$ cat config.mk
export PLATFORM = sky130hd
export DESIGN_NAME = mfw_mul
export DESIGN_NICKNAME = d
export VERILOG_FILES = /design/src/rtl/mfw_pkg.sv /design/src/rtl/mfw_blk_mul.sv /design/src/rtl/mfw_accum.sv /design/src/rtl/mfw_window.sv /design/src/rtl/mfw_mul.sv
export SDC_FILE = /design/constraint.sdc
export NUM_CORES = 1
export LEC_CHECK = 0
export BUFFER_PORTS_ARGS = -buffer_cell sky130_fd_sc_hd__buf_2
export CORE_ASPECT_RATIO = 1.2
export CORE_UTILIZATION = 30
export DETAILED_ROUTE_END_ITERATION = 10
export PLACE_DENSITY_LB_ADDON = 0.08
export SLEW_MARGIN = 0
export SYNTH_ARGS = -nofsm -noshare
export SYNTH_HDL_FRONTEND = slang
export SYNTH_SLANG_ARGS = --single-unit
export TNS_END_PERCENT = 20
$ cat constraint.sdc
create_clock -name clk_i -period 1.25 [get_ports clk_i]
set_input_delay 0.0625 -clock clk_i [delete_from_list [all_inputs] [get_ports clk_i]]
set_output_delay 0.0625 -clock clk_i [all_outputs]
set_load 0.03 [all_outputs]
$ cat src/rtl/mfw_pkg.sv
package mfw_pkg;
  typedef enum logic [1:0] {
    MODE_8X8   = 2'b00,
    MODE_16X8  = 2'b01,
    MODE_16X16 = 2'b10,
    MODE_ALT   = 2'b11
  } mfw_mode_e;
endpackage

$ cat src/rtl/mfw_blk_mul.sv
module mfw_blk_mul #(
  parameter int BLK_W = 8
) (
  input  logic [BLK_W-1:0]   x_i,
  input  logic [BLK_W-1:0]   y_i,
  output logic [2*BLK_W-1:0] p_o
);
  assign p_o = {{BLK_W{1'b0}}, x_i} * {{BLK_W{1'b0}}, y_i};
endmodule

$ cat src/rtl/mfw_accum.sv
module mfw_accum
  import mfw_pkg::*;
#(
  parameter int BLK_W = 8,
  localparam int PROD_W = 2 * BLK_W,
  localparam int ACC_W  = 4 * BLK_W
) (
  input  mfw_mode_e           mode_i,
  input  logic [4*PROD_W-1:0] sub_i,   // sub-product k: a block k[0], b block k[1]
  output logic [ACC_W-1:0]    sum_o
);
  logic [3:0] en;

  always_comb begin
    for (int k = 0; k < 4; k++) begin
      unique case (mode_i)
        MODE_8X8:  en[k] = (k == 0);
        MODE_16X8: en[k] = ((k >> 1) == 0);
        default:   en[k] = 1'b1;
      endcase
    end
  end

  always_comb begin
    sum_o = '0;
    for (int k = 0; k < 4; k++) begin
      if (en[k])
        sum_o = sum_o + (ACC_W'(sub_i[k*PROD_W +: PROD_W]) << (((k & 1) + (k >> 1)) * BLK_W));
    end
  end
endmodule

$ cat src/rtl/mfw_window.sv
module mfw_window
  import mfw_pkg::*;
#(
  parameter int BLK_W = 8,
  localparam int OUT_W = 2 * BLK_W,
  localparam int ACC_W = 4 * BLK_W
) (
  input  mfw_mode_e        mode_i,
  input  logic [ACC_W-1:0] sum_i,
  output logic [OUT_W-1:0] res_o
);
  always_comb begin
    unique case (mode_i)
      MODE_8X8:  res_o = sum_i[OUT_W-1:0];
      MODE_16X8: res_o = sum_i[3*BLK_W-1:BLK_W];
      default:   res_o = sum_i[ACC_W-1:OUT_W];
    endcase
  end
endmodule

$ cat src/rtl/mfw_mul.sv
module mfw_mul
  import mfw_pkg::*;
#(
  parameter int BLK_W = 8,
  localparam int OP_W   = 2 * BLK_W,
  localparam int PROD_W = 2 * BLK_W,
  localparam int ACC_W  = 4 * BLK_W
) (
  input  logic            clk_i,
  input  logic            rst_ni,
  input  logic            valid_i,
  input  logic [1:0]      mode_i,
  input  logic [OP_W-1:0] a_i,
  input  logic [OP_W-1:0] b_i,
  output logic [OP_W-1:0] product_o,
  output logic            valid_o
);
  mfw_mode_e           mode;
  logic [4*PROD_W-1:0] sub;
  logic [ACC_W-1:0]    sum;
  logic [OP_W-1:0]     res;

  assign mode = mfw_mode_e'(mode_i);

  for (genvar k = 0; k < 4; k++) begin : g_blk
    mfw_blk_mul #(.BLK_W(BLK_W)) i_blk (
      .x_i(a_i[(k & 1)*BLK_W +: BLK_W]),
      .y_i(b_i[(k >> 1)*BLK_W +: BLK_W]),
      .p_o(sub[k*PROD_W +: PROD_W])
    );
  end

  mfw_accum #(.BLK_W(BLK_W)) i_accum (
    .mode_i(mode),
    .sub_i (sub),
    .sum_o (sum)
  );

  mfw_window #(.BLK_W(BLK_W)) i_window (
    .mode_i(mode),
    .sum_i (sum),
    .res_o (res)
  );

  always_ff @(posedge clk_i or negedge rst_ni) begin
    if (!rst_ni) begin
      product_o <= '0;
      valid_o   <= 1'b0;
    end else begin
      valid_o <= valid_i;
      if (valid_i) product_o <= res;
    end
  end

  assert_valid_rise_R2: assert property (@(posedge clk_i) disable iff (!rst_ni)
    valid_i |=> valid_o);
  assert_valid_fall_R2: assert property (@(posedge clk_i) disable iff (!rst_ni)
    !valid_i |=> !valid_o);
  assert_hold_R3: assert property (@(posedge clk_i) disable iff (!rst_ni)
    !valid_i |=> $stable(product_o));
  assert_byte_mode_upper_zero_R4: assert property (@(posedge clk_i) disable iff (!rst_ni)
    (mode == MODE_8X8) |-> (sum[ACC_W-1:PROD_W] == '0));
  assert_byte_mode_exact_R4: assert property (@(posedge clk_i) disable iff (!rst_ni)
    (valid_i && mode == MODE_8X8) |=>
      (product_o == $past({{BLK_W{1'b0}}, a_i[BLK_W-1:0]} * {{BLK_W{1'b0}}, b_i[BLK_W-1:0]})));
  assert_half_mode_upper_zero_R5: assert property (@(posedge clk_i) disable iff (!rst_ni)
    (mode == MODE_16X8) |-> (sum[ACC_W-1:3*BLK_W] == '0));
endmodule

==> results of run 1 <==
[logic make-up (layout without fill, tap and decap cells)]
group | count (synthesis) | in the layout | share of synthesized area (%)
XOR/XNOR | 76 | 76 | 6.15
AO/OA/AOI/OAI | 214 | 214 | 13.2
adder cells (fa/ha/maj) | 325 | 325 | 46.7
flip-flops | 17 | 17 | 3.84
AND/OR/NAND/NOR | 456 | 456 | 21.1
buffers and inverters | 246 | 606 | 8.37
multiplexers | 6 | 6 | 0.577
[path summary, 6_finish.rpt]
kind	cells after the start	from	slack, ns	endpoint
worst max-delay path	36	b_i[5]	-6.66	product_o[13]
worst min-delay path	1	valid_i	0.02	valid_o
worst max register to register	1	product_o[11]	0.39	product_o[11]
worst min register to register	1	product_o[8]	0.47	product_o[8]
max in group asynchronous	2	rst_ni	0.70	product_o[8]
min in group asynchronous	2	rst_ni	0.27	product_o[1]
[worst max-delay path, delay by kind of cell]
kind | cells | cell delay [ns]
and+or+nand+nor | 11 | 2.30
adders and majority gates | 8 | 3.00
buffers and inverters | 4 | 0.33
AOI/OAI and AO/OA | 10 | 1.86
xor gates and xnor gates | 3 | 0.48
[flip-flops by register name, indices dropped and copies added, names as in the netlist]
name and cells:
valid_o 1, product_o 16
[layout make-up]
class                           count  area, um2
Fill cell                        3770      20800
Multi-Input combinational cell   1077      10400
Timing Repair Buffer              400       3020
Inverter                          202        758
Tap cell                          468        586
Sequential cell                    17        425
Clock buffer                        3       75.1
Clock inverter                      1       5.00
[stage by stage]
step | TNS [ns] | hold slack, ns | cell area, um2 | setup WS [ns]
global route | -104.87 | 0.0312 | 15300 | -6.98
CTS | -99.86 | 0.0257 | 15000 | -6.71
floorplan | -97.82 | -0.233 | 11300 | -6.64
global placement | -108.41 | 0.00616 | 14300 | -7.26
detailed placement | -109.96 | 0.0130 | 14300 | -7.36
finish | -99.41 | 0.0221 | 15300 | -6.66
[timing repair]
item / 4_1_cts / 5_1_grt
setup endpoints to repair: 16 / 16
gates cloned: 0 / 0
endpoints found under the hold margin: 17 / 0
pin swaps: 78 / 96
hold buffers: 1 / 0
resized for setup: 114 / 60
buffers inserted: 16 / 9
[layer usage]
layer	vias up	share of wire [%]	track usage, %
met5	-	0	0
met4	0	1.3	2.48
met3	22	1.4	0.268
met2	105	51	35.3
met1	4958	46	24.6
li1	5109	-	-
[cell usage in the layout, fill, tap and decap left out, types with 11 or more instances in the layout]
cell / n
buf_4: 344
inv_1: 195
ha_1: 163
nand2_1: 148
and2_1: 147
fa_1: 142
nor2_1: 49
a21oi_1: 40
buf_2: 40
xnor2_1: 37
xor2_1: 30
a21o_1: 26
o21ai_0: 23
dfrtp_1: 17
a211oi_1: 14
nor3_1: 13
ha_4: 13
o21ai_1: 12
and2_4: 11
a21oi_2: 11
nand3_1: 11
==> impl_metrics.tcl, run 1 <==
set metrics [dict create \
    synth_edf_count 0 \
    path_max_fanout 5 \
    area_growth_syn_to_layout_pct 38.4 \
    maxCapViolCount 0 \
    critPathMaxStageDelay_ns 0.55 \
    diodes 0 \
    worst_path_most_repeated_cell "fa_1" \
    synth_most_common_cell "inv_1" \
    setup_slack_ns -6.66 \
    finalClockSkew_ns 0 \
    clk_pin_slew_ns 0.05 \
    placementRows 76 \
    grt_pass1_vias 10908 \
    pin_count 54 \
    synth_nets 1702 \
    ys.flop_type "dfrtp_1" \
    viasPerCell 4.70 \
    path_class "primary input to register" \
    gp_congestion 0.898 \
    avgSynthCellArea_um2 8.26 \
    vias 10194 \
    status "finished, violations left" \
    final_cells 2168 \
    grt_usage_pct 18.9 \
    grt_max_degree 25 \
    cts_buffer_depth 2 \
    finalHoldViolations 0 \
    ant_nets 0 \
    arrival_ns 8.04 \
    finalWirelength_mm 34.3 \
    die_h_um 212 \
    avgRoutedWirePerCell_um 15.8 \
    portBuffers 53 \
    drive_above_1_share_pct 31.7 \
    worst_pin_slew_ns 0.853 \
    cts.sinks 17 \
    required_ns 1.38 \
    grt_antenna_before_repair 0 \
    synthTopCellsByArea "fa_1 27%, ha_1 20%, and2_1 8.9%, inv_1 6.8%, nand2_1 5.3%" \
    end_kind "register" \
    synth_seq_area_share_pct 3.84 \
    yosys.area.top_type "fa_1" \
    die_x_um 177 \
    syn-cell-area_um2 11100 \
    h-tree-depth 1 \
    drc 0 \
    async_flop_share_pct 100 \
    setup-violations-final 16 \
    slowest_stage "fa_1" \
    synth-warning-count 0 \
    postSynthCellCount 1340 \
    final_net_count 2063 \
    dp_cells 2141 \
    worstSkewPairLatency_ns 0.24 \
    initial_utilization_pct 30.6 \
    synth_top_cells_by_count "201 x inv_1, 178 x ha_1, 158 x and2_1, 157 x nand2_1, 147 x fa_1" \
    coreArea_um2 36100 \
    synth-seq-cells 17 \
    root_buffer "clkbuf_16" \
    cts_tree "done" \
    cts_made_buffers 3 \
    violations "negative setup slack" \
    dr.pass1.iters 5 \
    min_path_type "primary input to register" \
    max_slew_margin_pct 42.9 \
    overflow 0 \
    dieArea_um2 37700 \
    critPathLaunchType "primary input" \
    grt_pass1_wl_mm 56.3 \
    drv_slew 0 \
    period_minus_slack_ns 7.91 \
    synth.top_cell.area_share_pct 26.6 \
    fmax_mhz 126 \
    utilization_pct 42.4 \
    dp_hpwl_mm 30.2 \
    drt_iter0_drc 332 \
    rsz0062_at_grt "true" \
    synth_cell_types 72 \
    fin_crit_sh_pct 633 \
]
Power of run 1 is not shown: default switching activity piles up to over one toggle a cycle in this logic, so the estimate is an artifact.
==> run 2, diff against run 1 <==
Settings changed: BUFFER_PORTS_ARGS -buffer_cell sky130_fd_sc_hd__buf_2 to unset, DONT_BUFFER_PORTS set to 1, SYNTH_HIERARCHICAL set to 1.
==> run 2 against run 1 <==
Against the previous run:
- the flow finishes with violations (negative hold slack, negative setup slack)
- area after synthesis is 7.4% higher
- highest routed layer is now met5
- global-route usage is 0.67 points lower
- first-iteration DRC count is 3.9% higher
- critical endpoint is now product_o[11]
- count of clock-buffer cells in the layout is 1 higher
- register-to-register slack better by 0.07 ns
- critical path depth is 4 higher
==> impl_metrics.tcl, run 2 <==
set metrics [dict create \
    synth-seq-cells 17 \
    worst_path_most_repeated_cell "a21o_1" \
    postSynthCellCount 1392 \
    cts_made_buffers 3 \
    grt_usage_pct 18.2 \
    synth-simple-area-share_pct 21.1 \
    dp_hpwl_mm 30.2 \
    min_path_type "primary input to register" \
    maxCapViolCount 0 \
    synth-compound-area-share_pct 13.6 \
    placementRows 79 \
    slowest_stage "fa_1" \
    rsz0062_at_grt "true" \
    finalWirelength_mm 35.8 \
    fillers 4152 \
    coreArea_um2 38900 \
    use_met2_pct 35.7 \
    drive_above_1_share_pct 25.0 \
    layout_commonest_cell "buf_4" \
    largest-register "product_o" \
    cts_hold_buf 1 \
    ant_nets 0 \
    grt_antenna_before_repair 3 \
    synth.top_cell.area_share_pct 24.8 \
    synthTopCellsByArea "fa_1 25%, ha_1 19%, and2_1 10%, inv_1 6.6%, nand2_1 4.0%" \
    root_buffer "clkbuf_16" \
    fin_crit_sh_pct 608 \
    overflow 0 \
    syn-cell-area_um2 11900 \
    vias 10268 \
    synth_seq_area_share_pct 3.58 \
    worstSkewPairLatency_ns 0.24 \
    synth_top_family_by_area "adder cells" \
    required_ns 1.38 \
    dp_cells 2169 \
    path_class "primary input to register" \
    utilization_pct 38.4 \
    synth_top_cells_by_count "209 x inv_1, 196 x and2_1, 179 x ha_1, 147 x fa_1, 128 x nand2_1" \
    clk_pin_slew_ns 0.05 \
    grt_max_degree 56 \
    cts_buffer_depth 2 \
    initial_utilization_pct 30.5 \
    avgRoutedWirePerCell_um 16.3 \
    critPathLaunchType "primary input" \
    area_growth_syn_to_layout_pct 26.0 \
    die_h_um 220 \
    max_slew_margin_pct 45.8 \
    critPathMaxStageDelay_ns 0.53 \
    avgSynthCellArea_um2 8.54 \
    setup_tns_ns -97.64 \
    pin_count 54 \
    fmax_mhz 131 \
    dr.pass1.iters 5 \
    top_usage_layer "met2" \
    portBuffers 0 \
    synth_cell_types 76 \
    synth-warning-count 6 \
    synth_edf_count 0 \
    synth_nets 1755 \
    yosys.area.top_type "fa_1" \
    final_area_um2 15000 \
    finalHoldViolations 17 \
    gp_congestion 0.859 \
    arrival_ns 7.74 \
    cts.sinks 17 \
    synthMuxAreaShare_pct 4.55 \
    worst_pin_slew_ns 0.811 \
    synthAdderAreaFrac_pct 43.6 \
    top_regs "product_o: 16 flops, valid_o: 1 flops" \
    synth_most_common_cell "inv_1" \
    final_net_count 2030 \
    period_minus_slack_ns 7.61 \
    h-tree-depth 1 \
    ys.flop_type "dfrtp_1" \
    end_kind "register" \
    synthXorXnorAreaFrac_pct 5.45 \
    drc 0 \
    diodes 0 \
    setup_slack_ns -6.36 \
    cts_tree "done" \
    whs_ns -0.153 \
    dieArea_um2 40400 \
    violations "negative hold slack, negative setup slack" \
    met1_usage_pct 21.6 \
    final_cells 2192 \
    drt_iter0_drc 345 \
    path_max_fanout 16 \
    async_flop_share_pct 100 \
    place_area_um2 14600 \
    viasPerCell 4.68 \
    grtUsageMet3_pct 1.32 \
    setup-violations-final 16 \
    grt_pass1_vias 11056 \
    largest_reg_flops 16 \
    drv_slew 0 \
    final_cell_mix "293 x buf_4, 205 x inv_1, 194 x and2_1, 171 x ha_1, 144 x fa_1" \
    grt_pass1_wl_mm 58.0 \
    finalClockSkew_ns 0 \
    die_x_um 184 \
    status "finished, violations left" \
]
-- run 2: cell type report --
type | instances | area, um2 | area share [%]
timing repair buffer | 295 | 2220 | 14.8
inverter | 209 | 785 | 5.24
tap | 526 | 658 | 4.40
sequential | 17 | 425 | 2.84
multi-input combinational | 1141 | 10800 | 72.2
clock buffer | 4 | 78.8 | 0.526
-- run 2: worst paths after layout --
path	startpoint	endpoint	slack (ns)	cells past startpoint
min in group asynchronous	rst_ni	product_o[10]	0.36	1
min reg2reg	product_o[0]	product_o[0]	0.51	1
max reg2reg	product_o[7]	product_o[7]	0.46	1
max in group asynchronous	rst_ni	product_o[7]	0.39	1
max	a_i[5]	product_o[11]	-6.36	40
min	valid_i	valid_o	-0.15	0
-- run 2: cells by family after synthesis --
logic type      count (synthesis)
flops                          17
compound gates                233
mux                            47
simple gates                  461
fa+ha+maj                     326
buf+inv                       234
xor+xnor                       74
-- run 2: routing by layer --
metal | part of all wire [%] | vias up
li1 | - | 5150
met1 | 43 | 4974
met2 | 53 | 118
met3 | 2.8 | 24
met4 | 1.7 | 2
met5 | 0.039 | -
-- run 2: per-stage QoR --
stage | hold slack, ns | setup slack [ns]
floorplan | -0.233 | -6.32
global route | -0.161 | -6.79
CTS | -0.156 | -6.41
global placement | -0.232 | -6.79
detailed placement | -0.232 | -6.81
finish | -0.153 | -6.36
-- run 2: timing repair --
item / CTS / global route
buffers inserted: 17 / 1
gates resized for setup: 26 / 12
setup endpoints to repair: 16 / 16
endpoints found under the hold margin: 34 / 17
pin swaps: 33 / 6
-- run 2: critical path, delay by kind of cell --
family / cells / cell delay, ns
AND/OR/NAND/NOR: 6 / 0.53
multiplexers: 1 / 0.25
adder cells (fa/ha/maj): 8 / 3.12
buffers and inverters: 6 / 0.50
AO/OA/AOI/OAI: 15 / 2.56
XOR/XNOR: 4 / 0.70
Power of run 2 is left out for the same reason.
